[src/rtl/rdr_pkg.sv]
package rdr_pkg;
    typedef enum logic [3:0] {
        S_IDLE,
        S_RD_STAT,
        S_RD_PHI,
        S_RD_PLO,
        S_CHECK,
        S_WR_BYTE,
        S_CLOSE_LEN,
        S_CLOSE_STAT
    } rdr_state_e;

    // Status word bit positions; descriptor bit 0 maps to [15]
    localparam int ST_OWN   = 15;
    localparam int ST_WRAP  = 13;
    localparam int ST_NOTE  = 12;
    localparam int ST_FINAL = 11;
    localparam int ST_OVR   = 1;

    localparam logic [15:0] ST_RSV_MASK = 16'h47FD;
    localparam int          DESC_BYTES  = 8;
    localparam int          LEN_W       = 16;
endpackage

[src/rtl/rdr_evt_latch.sv]
module rdr_evt_latch (
    input  logic       clk,
    input  logic       rst_n,
    input  logic       rx_valid,
    input  logic [7:0] rx_data,
    input  logic       rx_frame_evt,
    input  logic       rx_overrun,
    input  logic       take_byte,
    input  logic       take_close,
    output logic       byte_pend,
    output logic [7:0] byte_q,
    output logic       close_pend,
    output logic       ovr_pend
);
    always_ff @(posedge clk) begin
        if (!rst_n) begin
            byte_pend  <= 1'b0;
            byte_q     <= '0;
            close_pend <= 1'b0;
            ovr_pend   <= 1'b0;
        end else begin
            if (rx_valid) begin
                byte_pend <= 1'b1;
                byte_q    <= rx_data;
            end else if (take_byte) begin
                byte_pend <= 1'b0;
            end

            if (rx_frame_evt || rx_overrun) begin
                close_pend <= 1'b1;
                ovr_pend   <= ovr_pend | rx_overrun;
            end else if (take_close) begin
                close_pend <= 1'b0;
                ovr_pend   <= 1'b0;
            end
        end
    end
endmodule

[src/rtl/rdr_ring_ptr.sv]
module rdr_ring_ptr #(
    parameter int ADDR_W = 12,
    parameter int IDX_W  = 8
) (
    input  logic              clk,
    input  logic              rst_n,
    input  logic [ADDR_W-1:0] base,
    input  logic              advance,
    input  logic              wrap,
    output logic [ADDR_W-1:0] desc_addr
);
    localparam int SLOT_SHIFT = $clog2(rdr_pkg::DESC_BYTES);

    logic [IDX_W-1:0] idx_q;

    always_ff @(posedge clk) begin
        if (!rst_n) begin
            idx_q <= '0;
        end else if (advance) begin
            idx_q <= wrap ? '0 : idx_q + 1'b1;
        end
    end

    assign desc_addr = base + ADDR_W'({idx_q, {SLOT_SHIFT{1'b0}}});

    assert_wrap_to_base_R10: assert property (@(posedge clk) disable iff (!rst_n)
        (advance && wrap) |=> (desc_addr == $past(base)));

    assert_step_slot_R10: assert property (@(posedge clk) disable iff (!rst_n)
        (advance && !wrap && $stable(base) && (idx_q != '1)) |=>
        (desc_addr == $past(desc_addr) + ADDR_W'(rdr_pkg::DESC_BYTES)));
endmodule

[src/rtl/rdr_fill.sv]
module rdr_fill #(
    parameter int ADDR_W = 12,
    parameter int LEN_W  = 16
) (
    input  logic              clk,
    input  logic              rst_n,
    input  logic              clr,
    input  logic              wr,
    input  logic [ADDR_W-1:0] buf_base,
    input  logic [LEN_W-1:0]  max_len,
    output logic [LEN_W-1:0]  count,
    output logic [ADDR_W-2:0] waddr,
    output logic              lane_hi,
    output logic              at_limit
);
    logic [ADDR_W-1:0] baddr;

    always_ff @(posedge clk) begin
        if (!rst_n || clr) begin
            count <= '0;
        end else if (wr) begin
            count <= count + 1'b1;
        end
    end

    assign baddr    = buf_base + ADDR_W'(count);
    assign waddr    = baddr[ADDR_W-1:1];
    assign lane_hi  = !baddr[0];
    assign at_limit = ((count + LEN_W'(1)) == max_len);

    assert_count_step_R7: assert property (@(posedge clk) disable iff (!rst_n)
        (wr && !clr) |=> (count == $past(count) + LEN_W'(1)));

    assert_count_bound_R7: assert property (@(posedge clk) disable iff (!rst_n)
        (max_len != '0 && $stable(max_len) && $past(count) < max_len) |-> (count <= max_len));
endmodule

[src/rtl/rx_desc_ring.sv]
module rx_desc_ring
    import rdr_pkg::*;
#(
    parameter int ADDR_W = 12,
    parameter int IDX_W  = 8
) (
    input  logic              clk,
    input  logic              rst_n,
    input  logic [ADDR_W-1:0] cfg_ring_base,
    input  logic [15:0]       cfg_max_len,
    input  logic              rx_valid,
    input  logic [7:0]        rx_data,
    input  logic              rx_frame_evt,
    input  logic              rx_overrun,
    output logic              mem_req,
    output logic              mem_we,
    output logic [ADDR_W-2:0] mem_addr,
    output logic [1:0]        mem_be,
    output logic [15:0]       mem_wdata,
    input  logic [15:0]       mem_rdata,
    output logic              evt_rxbuf,
    output logic              evt_busy
);
    localparam int WA_W = ADDR_W - 1;

    rdr_state_e state, nxt;

    logic              byte_pend, close_pend, ovr_pend;
    logic [7:0]        byte_q;
    logic              take_byte, take_close;
    logic              fill_clr, fill_wr, ring_adv;
    logic [ADDR_W-1:0] desc_addr;
    logic [WA_W-1:0]   desc_w;
    logic [LEN_W-1:0]  fill_count;
    logic [WA_W-1:0]   fill_waddr;
    logic              lane_hi, at_limit;

    logic [15:0]       stat_q;
    logic [15:0]       ptr_hi_q;
    logic [ADDR_W-1:0] ptr_q;
    logic [31:0]       ptr_full;
    logic              open_q, last_q, ovr_q;
    logic [15:0]       stat_wb;
    logic              unused_bits;

    rdr_evt_latch u_evt (
        .clk         (clk),
        .rst_n       (rst_n),
        .rx_valid    (rx_valid),
        .rx_data     (rx_data),
        .rx_frame_evt(rx_frame_evt),
        .rx_overrun  (rx_overrun),
        .take_byte   (take_byte),
        .take_close  (take_close),
        .byte_pend   (byte_pend),
        .byte_q      (byte_q),
        .close_pend  (close_pend),
        .ovr_pend    (ovr_pend)
    );

    rdr_ring_ptr #(.ADDR_W(ADDR_W), .IDX_W(IDX_W)) u_ring (
        .clk      (clk),
        .rst_n    (rst_n),
        .base     (cfg_ring_base),
        .advance  (ring_adv),
        .wrap     (stat_q[ST_WRAP]),
        .desc_addr(desc_addr)
    );

    rdr_fill #(.ADDR_W(ADDR_W), .LEN_W(LEN_W)) u_fill (
        .clk     (clk),
        .rst_n   (rst_n),
        .clr     (fill_clr),
        .wr      (fill_wr),
        .buf_base(ptr_q),
        .max_len (cfg_max_len),
        .count   (fill_count),
        .waddr   (fill_waddr),
        .lane_hi (lane_hi),
        .at_limit(at_limit)
    );

    assign desc_w   = desc_addr[ADDR_W-1:1];
    assign ptr_full = {ptr_hi_q, mem_rdata};
    assign stat_wb  = {1'b0, 1'b0, stat_q[ST_WRAP], stat_q[ST_NOTE], last_q,
                       9'b0, ovr_q, 1'b0};
    assign unused_bits = ^{ptr_full[31:ADDR_W], desc_addr[0], stat_q[14], stat_q[11:0]};

    // State register
    always_ff @(posedge clk) begin
        if (!rst_n) state <= S_IDLE;
        else        state <= nxt;
    end

    // Descriptor working registers
    always_ff @(posedge clk) begin
        if (!rst_n) begin
            stat_q   <= '0;
            ptr_hi_q <= '0;
            ptr_q    <= '0;
            open_q   <= 1'b0;
            last_q   <= 1'b0;
            ovr_q    <= 1'b0;
        end else begin
            if (state == S_RD_PHI) stat_q   <= mem_rdata;
            if (state == S_RD_PLO) ptr_hi_q <= mem_rdata;
            if (state == S_CHECK) begin
                ptr_q  <= ptr_full[ADDR_W-1:0];
                open_q <= stat_q[ST_OWN];
            end
            if (state == S_IDLE && !byte_pend && close_pend && open_q) begin
                last_q <= 1'b1;
                ovr_q  <= ovr_pend;
            end
            if (state == S_WR_BYTE && at_limit) begin
                last_q <= 1'b0;
                ovr_q  <= 1'b0;
            end
            if (state == S_CLOSE_STAT) open_q <= 1'b0;
        end
    end

    // Next state and outputs
    always_comb begin
        nxt        = state;
        mem_req    = 1'b0;
        mem_we     = 1'b0;
        mem_addr   = desc_w;
        mem_be     = 2'b11;
        mem_wdata  = '0;
        take_byte  = 1'b0;
        take_close = 1'b0;
        fill_clr   = 1'b0;
        fill_wr    = 1'b0;
        ring_adv   = 1'b0;
        evt_rxbuf  = 1'b0;
        evt_busy   = 1'b0;
        unique case (state)
            S_IDLE: begin
                if (byte_pend) begin
                    nxt = open_q ? S_WR_BYTE : S_RD_STAT;
                end else if (close_pend) begin
                    take_close = 1'b1;
                    if (open_q) nxt = S_CLOSE_LEN;
                end
            end
            S_RD_STAT: begin
                mem_req = 1'b1;
                nxt     = S_RD_PHI;
            end
            S_RD_PHI: begin
                mem_req  = 1'b1;
                mem_addr = desc_w + WA_W'(2);
                nxt      = S_RD_PLO;
            end
            S_RD_PLO: begin
                mem_req  = 1'b1;
                mem_addr = desc_w + WA_W'(3);
                nxt      = S_CHECK;
            end
            S_CHECK: begin
                if (stat_q[ST_OWN]) begin
                    fill_clr = 1'b1;
                    nxt      = S_WR_BYTE;
                end else begin
                    take_byte = 1'b1;
                    evt_busy  = 1'b1;
                    nxt       = S_IDLE;
                end
            end
            S_WR_BYTE: begin
                mem_req   = 1'b1;
                mem_we    = 1'b1;
                mem_addr  = fill_waddr;
                mem_be    = lane_hi ? 2'b10 : 2'b01;
                mem_wdata = {byte_q, byte_q};
                take_byte = 1'b1;
                fill_wr   = 1'b1;
                nxt       = at_limit ? S_CLOSE_LEN : S_IDLE;
            end
            S_CLOSE_LEN: begin
                mem_req   = 1'b1;
                mem_we    = 1'b1;
                mem_addr  = desc_w + WA_W'(1);
                mem_wdata = fill_count;
                nxt       = S_CLOSE_STAT;
            end
            S_CLOSE_STAT: begin
                mem_req   = 1'b1;
                mem_we    = 1'b1;
                mem_wdata = stat_wb;
                evt_rxbuf = stat_q[ST_NOTE];
                ring_adv  = 1'b1;
                nxt       = S_IDLE;
            end
            default: nxt = S_IDLE;
        endcase
    end

    assert_busy_no_write_R3: assert property (@(posedge clk) disable iff (!rst_n)
        evt_busy |-> !mem_we);

    assert_one_lane_R4: assert property (@(posedge clk) disable iff (!rst_n)
        (mem_we && fill_wr) |-> ($countones(mem_be) == 1));

    assert_len_then_status_R8: assert property (@(posedge clk) disable iff (!rst_n)
        (state == S_CLOSE_STAT) |-> ($past(state) == S_CLOSE_LEN));

    assert_status_clean_R8: assert property (@(posedge clk) disable iff (!rst_n)
        (ring_adv && mem_we) |-> (((mem_wdata & ST_RSV_MASK) == 16'h0) && !mem_wdata[ST_OWN]));

    assert_rxbuf_pulse_R9: assert property (@(posedge clk) disable iff (!rst_n)
        evt_rxbuf |=> !evt_rxbuf);

    assert_stray_close_quiet_R11: assert property (@(posedge clk) disable iff (!rst_n)
        (state == S_IDLE && !byte_pend && close_pend && !open_q) |=> !mem_req);
endmodule

[config.mk]
export PLATFORM = sky130hd
export DESIGN_NAME = rx_desc_ring
export DESIGN_NICKNAME = d
export VERILOG_FILES = /design/src/rtl/rdr_pkg.sv /design/src/rtl/rdr_evt_latch.sv /design/src/rtl/rdr_ring_ptr.sv /design/src/rtl/rdr_fill.sv /design/src/rtl/rx_desc_ring.sv
export SDC_FILE = /design/constraint.sdc
export NUM_CORES = 1
export LEC_CHECK = 0
export ABC_AREA = 1
export BUFFER_PORTS_ARGS = -buffer_cell sky130_fd_sc_hd__buf_2
export CAP_MARGIN = 20
export CORE_ASPECT_RATIO = 1.2
export CORE_MARGIN = 2
export CORE_UTILIZATION = 35
export CTS_BUF_LIST = sky130_fd_sc_hd__clkbuf_8
export DETAILED_ROUTE_END_ITERATION = 12
export PLACE_DENSITY = 0.54
export SLEW_MARGIN = 20
export SYNTH_ARGS = -nofsm -noshare
export SYNTH_HDL_FRONTEND = slang
export SYNTH_SLANG_ARGS = --single-unit
[constraint.sdc]
create_clock -name clk -period 3.3 [get_ports clk]
set_clock_uncertainty 0.15 [all_clocks]
set_input_delay 0.165 -clock clk [delete_from_list [all_inputs] [get_ports clk]]
set_output_delay 0.165 -clock clk [all_outputs]
set_load 0.03 [all_outputs]
==> results.md <==
- Initial Util: 0.359
- Worst hold endpoint: u_evt.byte_q[2]
- Final std cells w/o fill: 1024
- Inst Count DP: 988
- Rows: 45
- Gp weighted congestion: 0.871
- Worst Setup End Kind: output port
- Max Cap Viol: 0
- Routed WL per cell: 13.8 um
- Aggregate routed wire length: 14.1 mm
- Post-route cell area: 0.00557 mm^2
- Combinational share of power: 0.474
- Io pins: 90
- Port bufs: 87
- Total vias in the final route: 5288
- Max-slew headroom: 0.646
- Chip Height: 129 um
- WP data required: 2.98 ns
- CP arrival: 2.76 ns
- Worst reg2reg path depth: 11
- DIE AREA: 0.0139 mm^2
- Synth-to-Final Area Change: 22.5%
- Total power: 2.47 mW
- Critical path type: reg2out
- Overall Global Routing Usage: 0.208
- P per Cell Area: 443 mW/mm^2
- Min-Delay Path Depth: 3
- Status: finished, final reports clean
- Post-synth EDFFs: 0
- Setup-failing EPs final: 0
- Antenna Cells: 0
- DRC violations left: 0
- FMAX: 325 MHz
- Reg power frac: 0.362
- Syn nets: 831
- Crit path launch: u_ring.idx_q[0]
- Startpoint Class: register
- Post-Syn Area: 0.00455 mm^2
- Vias per inst: 5.16
- Switching power: 1.14 mW
- Ys async rst share: 0
- RSZ-0062 raised after global routing: yes
- R2R Setup Slk: 0.78 ns
- Final slew viol count: 0
- CTS HTree Levels: 2
- Pleak: 2.74 nW
- Clock network fraction of total power: 0.164
- Drt initial violations: 309
- Number of synthesized register bits: 56
- HPWL Detailed: 11.1 mm
- Antenna-violating nets left: 0
- Cell variety after synth: 42
- Max FO, Critical Path: 6
- Layout cell share with drive strength beyond 1: 0.151
- Ys Warns: 0
- Hold WS: 0.176 ns
- Min-delay src: rx_valid
- Die width: 108 um
- Setup TNS: 0 ns
- Internal Pwr Total: 1.33 mW
- CTS tree: yes
- # nets final: 942
- Clock Sinks: 56
- Sw Ratio: 0.463
- CTS clk-pin slew, worst paths: 0.11 ns
- CTS root buffer: clkbuf_8
- VDD IR max: 0.236 mV
- Global route overflow: 0
- Mapped Avg Cell Area: 6.08 um^2
- Via count of the first global-routing pass: 4976
- First-pass GRT wire length: 23.3 mm
- Post-synth top flop: dfxtp_1
- Final Cycle Share: 0.931
- Area after DPL: 0.00516 mm^2
- Largest net degree at the start of global routing: 33
- Seq/Total Area, Yosys: 0.246
- Initial antenna violation count: 0
- Worst r2r src: state[1]
- Post-Syn Instances: 748
- Final Hold Viols: 0
- Worst-Skew Late Latency: 0.32 ns
- Clock buffer count from CTS: 5
- Slew at the pin with the worst max-slew slack: 0.531 ns
- Min Tclk post-route: 3.07 ns
- Worst r2r dst: u_fill.count[3]
- Clock Tree Buf Depth: 2
- Core ar.: 0.0127 mm^2
- Drt pass-1 iters: 5
- HP Class: in2reg
[cells by family after synthesis]
| kind of cell | after synthesis | synth area share |
|---|---|---|
| AOI/OAI and AO/OA | 156 | 0.191 |
| xor gates and xnor gates | 5 | 0.00963 |
| adders and majority gates | 26 | 0.0764 |
| buffers and inverters | 129 | 0.107 |
| DFF | 56 | 0.246 |
| and+or+nand+nor | 376 | 0.370 |
[Yosys cell counts (4+ instances only)]
master | instances | area [um^2]
nand2_1 | 168 | 631
inv_1 | 111 | 417
nor2_1 | 86 | 323
nand3_1 | 65 | 325
o21ai_0 | 64 | 320
dfxtp_1 | 56 | 1120
a21oi_1 | 54 | 270
ha_1 | 23 | 288
nand4_1 | 18 | 113
clkbuf_1 | 11 | 41.3
o22ai_1 | 10 | 62.6
nand3b_1 | 9 | 67.6
nor3_1 | 9 | 45.0
o211ai_1 | 8 | 60.1
nor2_2 | 6 | 37.5
a211oi_1 | 4 | 30.0
[flip-flops by register name, indices dropped and copies added (netlist names), 3 cells and up]
register and count:
u_ring.idx_q 8, stat_q 3, state 3, ptr_q 12
u_fill.count 16, u_evt.byte_q 8
[worst max path at each step]
stage | endpoint | slack, ns
2_1_floorplan | mem_addr[6] | 0.62
4_1_cts | mem_addr[9] | 0.06
6_report | mem_addr[5] | 0.23
5_1_grt | mem_addr[9] | -0.05
3_3_place_gp | mem_addr[9] | 0.48
3_5_place_dp | mem_addr[9] | 0.45
[worst max-delay path, stage by stage, from the launching register on]
cell and delay, ns:
dfxtp_2 0.38, ha_1 0.19, inv_1 0.06, fa_1 0.52
nor2_1 0.21, inv_1 0.08, nor2_1 0.11, inv_1 0.08
nor2_2 0.16, inv_1 0.07, nand2_1 0.06, o211ai_1 0.11
o2111ai_1 0.17, buf_2 0.24
[placed cells by master (no fill, tap or decap), types with 2 or more instances in the layout]
cell type      Yosys  final
dlygate4sd3_1      0     28
a21o_1             2      2
fa_1               3      2
a21oi_1           54     54
nor2_2             6      8
inv_2              3      3
o22ai_1           10     10
nand2_1          168    167
nor3_1             9      8
nand2_4            2      2
and3_1             3      3
a211oi_1           4      4
o221ai_1           2      2
ha_1              23     23
nor2_4             2      3
xor2_1             3      3
o21ai_0           64     64
clkbuf_8           0      5
a31oi_1            2      2
nor2_1            86     83
dfxtp_1           56     55
buf_2              2     87
nand2_2            3      4
nand4_1           18     18
o211ai_1           8      8
nand3b_1           9      9
o2111ai_1          3      3
buf_4              0      4
nand3_1           65     65
inv_1            111    110
[power groups by stage]
stage | Clock [mW] | Combinational [mW] | Sequential (mW)
3_5_place_dp | 0 | 1.13 | 0.906
6_report | 0.404 | 1.17 | 0.893
3_3_place_gp | 0 | 1.12 | 0.904
4_1_cts | 0.420 | 1.16 | 0.892
2_1_floorplan | 0 | 0.816 | 0.874
5_1_grt | 0.446 | 1.32 | 0.910
[repair_timing]
item	CTS	global route
hold endpoints to repair	25	0
setup endpoints to repair	0	7
setup buffers	0	0
hold buffers	28	0
gates resized for setup	0	13
[area by class of cell]
cell class / instances / area, um^2
Clock inverter: 3 / 21.3
Sequential cell: 56 / 1120
Tap cell: 164 / 205
Multi-Input combinational cell: 563 / 2980
Timing Repair Buffer: 119 / 746
Clock buffer: 5 / 68.8
Inverter: 114 / 430
Fill cell: 1423 / 7100
[through the flow]
step / worst slack, ns / util
finish: 0.227 / 0.440
global route: -0.0539 / 0.440
CTS: 0.0641 / 0.437
detailed placement: 0.448 / 0.408
global placement: 0.477 / 0.408
floorplan: 0.625 / -
[layer usage]
metal | vias to the layer above | global-route usage | part of all wire
met1 | 2406 | 0.252 | 0.44
met3 | 22 | 0.0268 | 0.048
met4 | 0 | 0.0709 | 0.025
met2 | 153 | 0.376 | 0.49
li1 | 2707 | - | -
met5 | - | 0 | 0
Power figures use the tool's default switching activity.
